===== src/rtl/fpu_ctl_regs.sv =====
module fpu_ctl_regs #(
  parameter int          IDX_W    = 5,
  parameter int          DATA_W   = 32,
  parameter logic [31:0] ID_RESET = 32'h0000_0A30
) (
  input  logic              clk,
  input  logic              rst_n,
  input  logic              cu1_en,
  input  logic              rd_req,
  input  logic [IDX_W-1:0]  rd_idx,
  output logic [DATA_W-1:0] rd_data,
  input  logic              wr_en,
  input  logic [IDX_W-1:0]  wr_idx,
  input  logic [DATA_W-1:0] wr_data,
  input  logic              cmp_set,
  input  logic              cmp_clr,
  input  logic              br_req,
  output logic              br_true,
  output logic              br_false,
  output logic [1:0]        rnd_mode,
  output logic              fcc,
  output logic              exc_req,
  output logic [1:0]        exc_cop
);
  localparam logic [DATA_W-1:0] IMPL_MASK = DATA_W'(32'h0183_FFFF);
  localparam int                FCC_BIT   = 23;

  logic [DATA_W-1:0] csr_q;
  logic              sw_wr;
  logic              any_acc;

  assign any_acc = rd_req | wr_en | cmp_set | cmp_clr | br_req;
  assign sw_wr   = cu1_en & wr_en & (wr_idx != '0);

  always_ff @(posedge clk) begin
    if (!rst_n)
      csr_q <= '0;
    else if (sw_wr)
      csr_q <= wr_data & IMPL_MASK;
    else if (cu1_en & cmp_set)
      csr_q[FCC_BIT] <= 1'b1;
    else if (cu1_en & cmp_clr)
      csr_q[FCC_BIT] <= 1'b0;
  end

  assign rd_data  = !cu1_en ? '0 : (rd_idx == '0) ? DATA_W'(ID_RESET) : csr_q;
  assign rnd_mode = csr_q[1:0];
  assign fcc      = csr_q[FCC_BIT];
  assign br_true  = fcc;
  assign br_false = ~fcc;
  assign exc_req  = any_acc & ~cu1_en;
  assign exc_cop  = 2'd1;
endmodule


===== config.mk =====
export PLATFORM = sky130hd
export DESIGN_NAME = fpu_ctl_regs
export DESIGN_NICKNAME = d
export VERILOG_FILES = /design/src/rtl/fpu_ctl_regs.sv
export SDC_FILE = /design/constraint.sdc
export NUM_CORES = 1
export LEC_CHECK = 0
export ABC_AREA = 1
export BUFFER_PORTS_ARGS = -buffer_cell sky130_fd_sc_hd__buf_2
export CAP_MARGIN = 20
export CORE_ASPECT_RATIO = 0.9
export CORE_MARGIN = 2
export CORE_UTILIZATION = 40
export CTS_CLUSTER_DIAMETER = 80
export DETAILED_ROUTE_END_ITERATION = 8
export PLACE_DENSITY = 0.74
export SETUP_SLACK_MARGIN = 0.15
export SLEW_MARGIN = 20
export SYNTH_ARGS = -nofsm -noshare
export SYNTH_HDL_FRONTEND = slang
export SYNTH_SLANG_ARGS = --single-unit

===== constraint.sdc =====
create_clock -name clk -period 0.9 [get_ports clk]
set_input_delay 0 -clock clk [delete_from_list [all_inputs] [get_ports clk]]
set_output_delay 0 -clock clk [all_outputs]
set_load 0.005 [all_outputs]

**Word-level counts from Yosys, hierarchy flattened**

Index checks and enable logic that the tools add are counted.

- Register bits: 20
- Logic and storage cells: 21

- Multiplexer cells: 5
- Bitwise operators: 11
- Reduce and logical (&&, ||, !) cells: 3

Operators by type and width:

| cell | count |
|---|---|
| 2-to-1 mux 25 bit | 2 |
| AND 1 bit | 5 |
| zero test 5 bit | 1 |
| nonzero test 5 bit | 1 |
| OR 1 bit | 4 |
| 2-to-1 mux 1 bit | 3 |
| nonzero test 3 bit | 1 |
| NOT 1 bit | 2 |

**Depth between registers and ports, before layout**

- Depth after elaboration: 5
- Depth in mapped cells: 6
- Gate-level depth less buffers: 5

**Least setup slack after synthesis**

Ideal clock, no wire load.

- Path kind: register -> register
- Start point: register csr_q[23] (netlist name)
- End point: register csr_q[23]
- Setup time: 0.115 ns
- Arrival time: 0.579 ns
- Required time: 0.785 ns
- Setup slack: 0.206 ns
- Cell stages (with the launch flop): 5
- Period minus slack after synthesis: 0.694 ns
- Path through: dfxtp_1 nand2_1 nand2_1 a21oi_1 nor2_1

RTL lines:

| what | RTL line | text |
|---|---|---|
| to (signal assigned) | 39 | `csr_q <= wr_data & IMPL_MASK;` |
| to (decl) | 28 | `logic [DATA_W-1:0] csr_q;` |

**Worst setup path after layout**

- Start point: register csr_q[4]
- End point: output port rd_data[4]

- Longest elaborated chain between the ends: 2

RTL lines:

| what | RTL line | text |
|---|---|---|
| 2-to-1 mux 25 bit (2 in series) | 46 | `assign rd_data = !cu1_en ? '0 : (rd_idx == '0) ? DATA_W'(ID_RESET) : csr_q;` |
| to (decl) | 11 | `output logic [DATA_W-1:0] rd_data,` |

No other way between the ends.

==> key figures <==
Worst setup path
  – Worst path depth: 3
  – WS Path Type: reg -> out
  – CP startpoint kind: flip-flop
  – Worst Path Buf+Inv: 2
  – Max incr delay on CP: ~0.33 ns
  – Worst Setup SP: csr_q[4]$_SDFFE_PN0P_
  – CP Max Fanout: 2
  – Worst Path Arrival: around 0.85 ns
  – Delay-heaviest family, CP: flip-flops
  – FF-to-FF path depth: 4
  – Setup crit end: rd_data[4]
  – Crit. End Element: output pin
  – CP Cell Sequence: inv_2 > a21oi_2 > buf_2
  – Critical Path Slowest Stage Cell: dfxtp_2
  – Internal reg-to-reg setup slack: between 0.15 and 0.2 ns
  – RR Startpoint: csr_q[23]$_SDFFE_PN0P_
  – Worst Path Required: approximately 0.90 ns
  – Worst r2r dst: csr_q[23]$_SDFFE_PN0P_

Yosys
  – Netlist Area Pre-Place: around 1400 sq um
  – Commonest cells in the netlist: inv_1 (45), nand2_1 (27), nand3_1 (26)
  – Sequential area share after synthesis: about 30%
  – Yosys cell types: 14
  – Async set-reset flop share out of synthesis: 0%
  – Syn Inst Count: around 210
  – Warnings, synthesis: 0
  – Area leader, netlist: dfxtp_1
  – Most used standard cell by instance count after synthesis: inv_1
  – Top FF cell, synth: dfxtp_1
  – Flops & latches, synth: 20
  – Yosys top cell area share: between 20% and 30%
  – EDFF count, synth: 0
  – Synth Area per Inst: approximately 6.3 sq um
  – Largest cells by area after synthesis: dfxtp_1 (30%), inv_1 (12%), buf_4 (10%)

Timing
  – Final setup fails: 0
  – F_max: about 1200 MHz
  – Fin crit share: between 90% and 100%
  – Fin Setup TNS: 0 ns
  – Worst hold slack: just under 0.06 ns
  – Post-route setup slack: between 0.05 and 0.06 ns
  – Max-slew violation count: 0
  – Fin crit period: 0.850 ns
  – Worst Skew: 0 ns
  – Final count of hold timing violations: 0
  – RSZ-0062 raised after global routing: yes

Drt
  – # DRC: 0
  – Final ANT Viol Nets: 0
  – Drt pass-1 iters: 4
  – Initial DRC count: 40
  – Vias per Instance: 4.31
  – Post-detailed-route wirelength per cell: between 9 and 10 um
  – Final wirelength: 3.00 mm
  – Routed vias: between 1k and 1.5k

Power
  – Switching share of power: between 20% and 30%
  – Internal power: approximately 1.6 mW
  – P_sw: around 0.55 mW
  – Clock power share: 30.9%
  – Lkg Pwr: 1.07 nW
  – Seq pwr share: 46.8%
  – Total power: ~2.1 mW
  – Maximum VDD drop: ~0.58 mV
  – P per Cell Area: between 1000 and 1500 nW/um^2
  – Combinational Power Share: 22.3%

Floorplanning
  – Die Area: ~3900 sq um
  – IO Count: 90
  – Initial core utilization: roughly two fifths
  – Chip width: approximately 65 um
  – Total core area: 3300 sq um
  – Row count: 20
  – Die span in y: a little under 60 um

Clock tree
  – Clock Sinks: 20
  – Worst-path clk slew: around 0.070 ns
  – Clock buffer depth: 2
  – Clk_lat worst skew: 0.25 ns
  – TritonCTS clock tree: yes
  – CTS buffer count: 3
  – H-tree levels: 1
  – Clock root buffer: clkbuf_8

Placed design
  – Place WS: ~0.033 ns
  – Cell count after placement: just over 300
  – Port-buffer cells: 63
  – GPL Wtd Cong: between 0.7 and 0.8
  – Detail Placement HPWL: 2.16 mm
  – Area post-placement: 1630 sq um

Layout
  – Layout cells sized above 1: about 43%
  – Finished Cell Area: around 1800 sq um
  – # fillers: 361
  – Net count of the finished layout: around 320
  – Area grow syn2layout: 30.2%
  – Top flop regs: csr_q: 20 flops
  – Final non-filler cell total: between 300 and 400
  – Utilization after layout: 53.3%
  – Max reg flops: 20
  – Antenna diodes: 0
  – Biggest register: csr_q

Global routing
  – Pin count of the biggest net entering global routing: about 40
  – Initial antenna violation count: 0
  – First-pass GRT wire length: about 4.7 mm
  – GRT Overall Usage: 15.3%
  – Overflow after GRT: 0
  – Vias in the first global route: 1,093

Run
  – Max Cap Violations: 0

Status
  – Status: finished clean

Worst hold path
  – HP Class: in -> reg
  – HP Start: wr_data[5]
==> timing repair <==
action                                  4_1_cts  5_1_grt
endpoints found under the setup margin       24       24
gates cloned                                  0        0
hold buffers                                  0        0
gates resized for setup                      23       12
pin swaps                                     4        0
buffers inserted                              1        0
==> cells by family after synthesis <==
family          synth area share (%)
flops                           29.6
other cells                    0.555
simple gates                    32.6
compound gates                  9.25
buf+inv                         28.0
==> power groups by stage <==
stage	combinational, mW	sequential [mW]	clock, mW
3_3_place_gp	0.450	0.998	0
2_1_floorplan	0.330	0.993	0
3_5_place_dp	0.458	1.00	0
6_report	0.475	0.995	0.658
4_1_cts	0.464	0.994	0.674
5_1_grt	0.543	1.00	0.734
==> tightest hold or removal path, cell delays in order <==
cell and delay, ns:
buf_2 0.07, inv_1 0.04, nand3_2 0.06, nand2_1 0.04
nor2_1 0.07
==> metal layers <==
layer / routed length, um / track usage (%) / part of all wire (%) / vias up
li1: - / - / - / 719
met1: 1350 / 19.3 / 45 / 576
met2: 1440 / 27.1 / 48 / 42
met3: 191 / 3.04 / 6.4 / 2
met4: 14 / 3.27 / 0.47 / 0
met5: 0 / 0 / 0 / -
==> worst min-delay path by stage <==
stage / cells past startpoint / slack [ns] / to
after floorplan: 2 / 0.12 / exc_req
after global placement: 4 / 0.30 / exc_req
after detailed placement: 4 / 0.30 / exc_req
after CTS: 5 / 0.05 / csr_q[8]$_SDFFE_PN0P_
after global routing: 5 / 0.06 / csr_q[16]$_SDFFE_PN0P_
final: 5 / 0.06 / csr_q[5]$_SDFFE_PN0P_
==> layout by cell type (no fill, tap or decap), drive strengths merged <==
cell and n:
inv 45, conb 14, buf 69, dfxtp 20, nor3 1, nor2 25
o21ai 1, a21oi 24, clkbuf 4, nand3 37, nand2 27
==> layout make-up <==
cell class / instances / area (sq um) / area share (%)
multi-input cells: 129 / 647 / 36.7
repair buffers: 69 / 408 / 23.2
inverters: 45 / 169 / 9.59
well taps: 44 / 55.1 / 3.12
clock buffers: 4 / 55.1 / 3.12
flip-flops and latches: 20 / 428 / 24.3
Power figures use the tool's default switching activity.
